===== src/rtl/disp_spi_pkg.sv =====
package disp_spi_pkg;
  localparam int BYTE_W   = 8;
  localparam int FLAG_BIT = BYTE_W - 1;

  typedef logic [BYTE_W-1:0] spi_byte_t;

  function automatic logic is_addr(input spi_byte_t b);
    return b[FLAG_BIT];
  endfunction
endpackage


===== src/rtl/disp_spi_sync.sv =====
module disp_spi_sync #(
  parameter int STAGES = 2
) (
  input  logic clk,
  input  logic rst,
  input  logic sclk_i,
  input  logic mosi_i,
  input  logic cs_n_i,
  output logic sclk_rise,
  output logic sclk_fall,
  output logic mosi_s,
  output logic cs_idle
);
  localparam int TOP = STAGES - 1;

  logic [STAGES-1:0] sclk_p, mosi_p, cs_p;
  logic              sclk_d;

  always_ff @(posedge clk) begin
    if (rst) begin
      sclk_p <= '0;
      mosi_p <= '0;
      cs_p   <= '1;
      sclk_d <= 1'b0;
    end else begin
      sclk_p <= {sclk_p[STAGES-2:0], sclk_i};
      mosi_p <= {mosi_p[STAGES-2:0], mosi_i};
      cs_p   <= {cs_p[STAGES-2:0], cs_n_i};
      sclk_d <= sclk_p[TOP];
    end
  end

  assign cs_idle   = cs_p[TOP];
  assign mosi_s    = mosi_p[TOP];
  assign sclk_rise =  sclk_p[TOP] & ~sclk_d & ~cs_p[TOP];
  assign sclk_fall = ~sclk_p[TOP] &  sclk_d & ~cs_p[TOP];
endmodule


===== src/rtl/disp_spi_shifter.sv =====
module disp_spi_shifter
  import disp_spi_pkg::*;
(
  input  logic      clk,
  input  logic      rst,
  input  logic      sclk_rise,
  input  logic      sclk_fall,
  input  logic      mosi_s,
  input  logic      cs_idle,
  output logic      byte_done,
  output spi_byte_t rx_byte,
  output logic      miso
);
  localparam int CNT_W = $clog2(BYTE_W);
  localparam logic [CNT_W-1:0] LAST = CNT_W'(BYTE_W - 1);

  logic [CNT_W-1:0] bit_cnt;
  spi_byte_t        rx_sh, tx_sh, tx_hold, rx_next;

  assign rx_next = {rx_sh[BYTE_W-2:0], mosi_s};

  always_ff @(posedge clk) begin
    if (rst) begin
      bit_cnt   <= '0;
      rx_sh     <= '0;
      tx_sh     <= '0;
      tx_hold   <= '0;
      rx_byte   <= '0;
      byte_done <= 1'b0;
    end else begin
      byte_done <= 1'b0;
      if (cs_idle) begin
        bit_cnt <= '0;
        tx_sh   <= tx_hold;
      end else if (sclk_rise) begin
        rx_sh   <= rx_next;
        bit_cnt <= bit_cnt + 1'b1;
        if (bit_cnt == LAST) begin
          bit_cnt   <= '0;
          byte_done <= 1'b1;
          rx_byte   <= rx_next;
          tx_hold   <= rx_next;
          tx_sh     <= rx_next;
        end
      end else if (sclk_fall && bit_cnt != '0) begin
        tx_sh <= {tx_sh[BYTE_W-2:0], 1'b0};
      end
    end
  end

  assign miso = tx_sh[BYTE_W-1];
endmodule


===== src/rtl/disp_spi_regfile.sv =====
module disp_spi_regfile
  import disp_spi_pkg::*;
#(
  parameter int IDX_W  = 4,
  parameter int DIGITS = 6
) (
  input  logic                       clk,
  input  logic                       rst,
  input  logic                       byte_done,
  input  spi_byte_t                  rx_byte,
  output logic [IDX_W-1:0]           cur_idx,
  output logic                       wr_stb,
  output logic [IDX_W-1:0]           wr_idx,
  output logic [DIGITS*BYTE_W-1:0]   digit_o
);
  localparam int NREG = 1 << IDX_W;

  spi_byte_t regs [NREG];

  always_ff @(posedge clk) begin
    if (rst) begin
      cur_idx <= '0;
      wr_stb  <= 1'b0;
      wr_idx  <= '0;
      for (int i = 0; i < NREG; i++) regs[i] <= '0;
    end else begin
      wr_stb <= 1'b0;
      if (byte_done) begin
        if (is_addr(rx_byte)) begin
          cur_idx <= rx_byte[IDX_W-1:0];
        end else begin
          regs[cur_idx] <= rx_byte;
          wr_stb        <= 1'b1;
          wr_idx        <= cur_idx;
        end
      end
    end
  end

  for (genvar d = 0; d < DIGITS; d++) begin : g_digit
    assign digit_o[d*BYTE_W +: BYTE_W] = regs[d];
  end
endmodule


===== src/rtl/disp_spi_regs.sv =====
module disp_spi_regs
  import disp_spi_pkg::*;
#(
  parameter int IDX_W       = 4,
  parameter int DIGITS      = 6,
  parameter int SYNC_STAGES = 2
) (
  input  logic                     clk,
  input  logic                     rst,
  input  logic                     spi_sclk,
  input  logic                     spi_mosi,
  input  logic                     spi_cs_n,
  output logic                     spi_miso,
  output logic [DIGITS*BYTE_W-1:0] digit_o,
  output logic                     wr_stb,
  output logic [IDX_W-1:0]         wr_idx
);
  logic       sclk_rise, sclk_fall, mosi_s, cs_idle;
  logic       byte_done;
  spi_byte_t  rx_byte;
  logic [IDX_W-1:0] cur_idx;

  disp_spi_sync #(.STAGES(SYNC_STAGES)) u_sync (
    .clk(clk), .rst(rst),
    .sclk_i(spi_sclk), .mosi_i(spi_mosi), .cs_n_i(spi_cs_n),
    .sclk_rise(sclk_rise), .sclk_fall(sclk_fall),
    .mosi_s(mosi_s), .cs_idle(cs_idle)
  );

  disp_spi_shifter u_shift (
    .clk(clk), .rst(rst),
    .sclk_rise(sclk_rise), .sclk_fall(sclk_fall),
    .mosi_s(mosi_s), .cs_idle(cs_idle),
    .byte_done(byte_done), .rx_byte(rx_byte), .miso(spi_miso)
  );

  disp_spi_regfile #(.IDX_W(IDX_W), .DIGITS(DIGITS)) u_regs (
    .clk(clk), .rst(rst),
    .byte_done(byte_done), .rx_byte(rx_byte),
    .cur_idx(cur_idx), .wr_stb(wr_stb), .wr_idx(wr_idx),
    .digit_o(digit_o)
  );
endmodule


===== config.mk =====
export PLATFORM = sky130hd
export DESIGN_NAME = disp_spi_regs
export DESIGN_NICKNAME = d
export VERILOG_FILES = /design/src/rtl/disp_spi_pkg.sv /design/src/rtl/disp_spi_sync.sv /design/src/rtl/disp_spi_shifter.sv /design/src/rtl/disp_spi_regfile.sv /design/src/rtl/disp_spi_regs.sv
export SDC_FILE = /design/constraint.sdc
export NUM_CORES = 1
export LEC_CHECK = 0
export BUFFER_PORTS_ARGS = -buffer_cell sky130_fd_sc_hd__buf_4
export CORE_ASPECT_RATIO = 1.2
export CORE_MARGIN = 2
export CORE_UTILIZATION = 60
export CTS_CLUSTER_DIAMETER = 30
export CTS_CLUSTER_SIZE = 14
export DETAILED_ROUTE_END_ITERATION = 12
export PLACE_DENSITY = 0.84
export RECOVER_POWER = 100
export SLEW_MARGIN = 20
export SYNTH_ARGS = -nofsm -noshare
export SYNTH_HDL_FRONTEND = slang
export SYNTH_SLANG_ARGS = --single-unit

===== constraint.sdc =====
create_clock -name clk -period 6.5 [get_ports clk]
set_input_delay 0.975 -clock clk [delete_from_list [all_inputs] [get_ports clk]]
set_output_delay 0.975 -clock clk [all_outputs]
set_load 0.005 [all_outputs]

==> run summary <==
Design Area, Final = 4210 µm²
Num CTS Buffers = 9
Top cells by area, synth = edfxtp_1 40%, dfxtp_1 24%, nor2_1 7.1%
Leading area contributor after synthesis = edfxtp_1
Synth cell count leaders = 69 x nor2_1, 48 x edfxtp_1, 43 x dfxtp_1
Initial Util = 0.612
Met2 usage = 0.363
Ys async rst share = 0
Max Slew Vio Count = 59
Final hold violations = 0
Ports = 59
RSZ-0062 raised after global routing = false
Routed WL = 6.73 mm
Initial antenna violation count = 0
CP Capture Type = register
Worst min path class = register to register
Area Growth Syn to Fin = 15.8%
Crit path DAT = 4.07 ns
Clock buffer depth = 2
Reg clk slew, reported paths = 0.09 ns
Most common cell in the netlist = nor2_1
Clock Skew = 0.00772 ns
DRC = 0
Synth warn = 0
Startpoint types = input pin
Fmax = 246 MHz
CP startpoint = rst
Unique masters post-synth = 34
# nets final = 372
First-pass GRT wire length = 10.5 mm
Crit Path Category = input pin to register
First-pass DRT Iterations = 4
Avg WL per Cell = 15.0 µm
Worst-Skew Late Latency = 0.36 ns
Fin crit share = 0.626
Root buffer cell = clkbuf_8
DR iter-0 viols = 155
Hold path start = u_sync.cs_p[0]$_SDFF_PP1_
Die Wd = 75.0 µm
Status = finished with violations
Critical Path RT = 6.50 ns
Total GRT Usage = 0.214
Die ar. = 6700 µm²
CTS tree = yes
Setup bufs post-CTS = 0
Max-Cap Viols = 1
Port-buffer cells = 58
GP Congestion = 0.801
Floorplan Core Area = 5930 µm²
Global routing's busiest layer = met2
M1 GR Usage = 0.251
Number of fill cells in the layout = 446
Final HPWL DP = 4.78 mm
Finish-stage setup viols = 0
Seq/Total Area, Yosys = 0.634
Failing checks = capacitance limit, slew limit
Relative slew slack = -0.514
Pwr Density = 245 nW/µm²
Clock Sinks = 91
Grt total ovfl = 0
Resize count post-CTS = 0
TNS Setup = 0 ns
Slowest-stage cell, CP = or4b_2
Measured slew at the worst slew-check pin = 2.27 ns
Via count = 2,408
Ant. Diodes = 0
Antenna viol nets, final = 0
RR Startpoint = u_shift.byte_done$_SDFF_PP0_
CP max FO = 58
Cells after Synth = 314
Site row count = 31
Leakage = 1.48 nW
Worst vdd ir = 172 µV
Syn_area_per_cell = 11.6 µm²
Synth Register Bits = 91
Crit path largest cell delay = 0.98 ns
Post-synth top flop = edfxtp_1
Netlist Area Pre-Place = 3630 µm²
Grt met3 use = 0.0586
Placed inst area = 4070 µm²
Largest net degree at the start of global routing = 59
Cts hold-fix bufs = 0
Die H = 89.2 µm
CP cell instances = clkbuf_1 -> or4b_2 -> or3b_1 -> o21bai_1
Vias per cell = 5.36
Post-synth EDFFs = 48
Vias in the first global route = 2,219
Layout cells sized above 1 = 0.191
H-tree depth = 3
Final worst path period need = 4.07 ns
Post-synth top area share = 0.397
## placed cells by master (no fill, tap or decap), drive strengths merged
master / n
o211a: 1
or4b: 8
o21bai: 6
nor3: 3
o41ai: 7
nor2: 69
dfxtp: 43
clkinvlp: 2
or2: 2
or3: 1
clkinv: 4
or4bb: 1
nand2b: 3
o31ai: 7
buf: 5
edfxtp: 48
o2111ai: 7
mux2: 1
mux2i: 21
ha: 4
a21oi: 6
nand2: 20
nor2b: 15
conb: 6
or3b: 2
inv: 3
clkbuf: 63
nor4bb: 1
nand3b: 1
and3b: 1
bufinv: 1
nand3: 4
nor3b: 1
## per-layer routing
layer	vias to the layer above	part of all wire
met2	93	0.51
met1	1109	0.42
met4	0	0.023
met3	13	0.054
met5	-	0
li1	1193	-
## critical path, delay by kind of cell
family                 cells  cell delay, ns
AND/OR/NAND/NOR            2            1.60
buffers and inverters      1            0.83
AO/OA/AOI/OAI              1            0.64
## registers in the layout (all words and copies together) (netlist names), 2 cells and up
| name | count |
|---|---|
| u_sync.sclk_p | 2 |
| u_regs.regs | 48 |
| u_sync.mosi_p | 2 |
| u_shift.bit_cnt | 3 |
| u_shift.rx_byte | 8 |
| u_shift.rx_sh | 7 |
| u_sync.cs_p | 2 |
| u_shift.tx_sh | 8 |
| u_regs.cur_idx | 4 |
| u_regs.wr_idx | 4 |
## final timing paths
kind	to	slack, ns	depth (start not counted)
max	u_regs.regs[5][4]$_SDFFCE_PN0P_	2.43	4
min	u_sync.cs_p[1]$_SDFF_PP1_	0.42	1
max reg2reg	u_regs.regs[5][4]$_SDFFCE_PN0P_	3.79	3
min reg2reg	u_sync.cs_p[1]$_SDFF_PP1_	0.42	1
## layout make-up
class | count | area [µm²] | area share
Clock buffer | 9 | 124 | 0.0294
Clock inverter | 6 | 67.6 | 0.0161
Inverter | 4 | 15.0 | 0.00357
Multi-Input combinational cell | 198 | 1210 | 0.288
Sequential cell | 91 | 2300 | 0.547
Tap cell | 82 | 103 | 0.0244
Timing Repair Buffer | 59 | 383 | 0.0910
## kinds of logic (layout without fill, tap and decap cells)
logic type,count (synthesis),in the layout,synth area share
other,1,6,0.00103
DFF,91,91,0.634
AOI/OAI and AO/OA,34,34,0.0716
adders and majority gates,4,4,0.0138
buffers and inverters,30,78,0.0410
and+or+nand+nor,132,132,0.178
muxes,22,22,0.0609
## where the power goes
part	switching, W	total [W]	internal [W]
clock	0.000190	0.000366	0.000176
sequential	0.00000703	0.000625	0.000618
combinational	0.0000219	0.0000400	0.0000181
## metrics by stage
step | setup slack, ns | power, W | util | std cells | hold slack (ns)
2_1_floorplan | 3.71 | 0.000657 | - | 319 | 0.389
3_3_place_gp | 3.15 | 0.000681 | 0.686 | 434 | 0.394
3_5_place_dp | 3.07 | 0.000683 | 0.686 | 434 | 0.398
4_1_cts | 3.44 | 0.00104 | 0.718 | 449 | 0.420
5_1_grt | 2.16 | 0.00106 | 0.709 | 449 | 0.433
6_report | 2.43 | 0.00103 | 0.709 | 449 | 0.416
(Power assumes the default switching activity.)
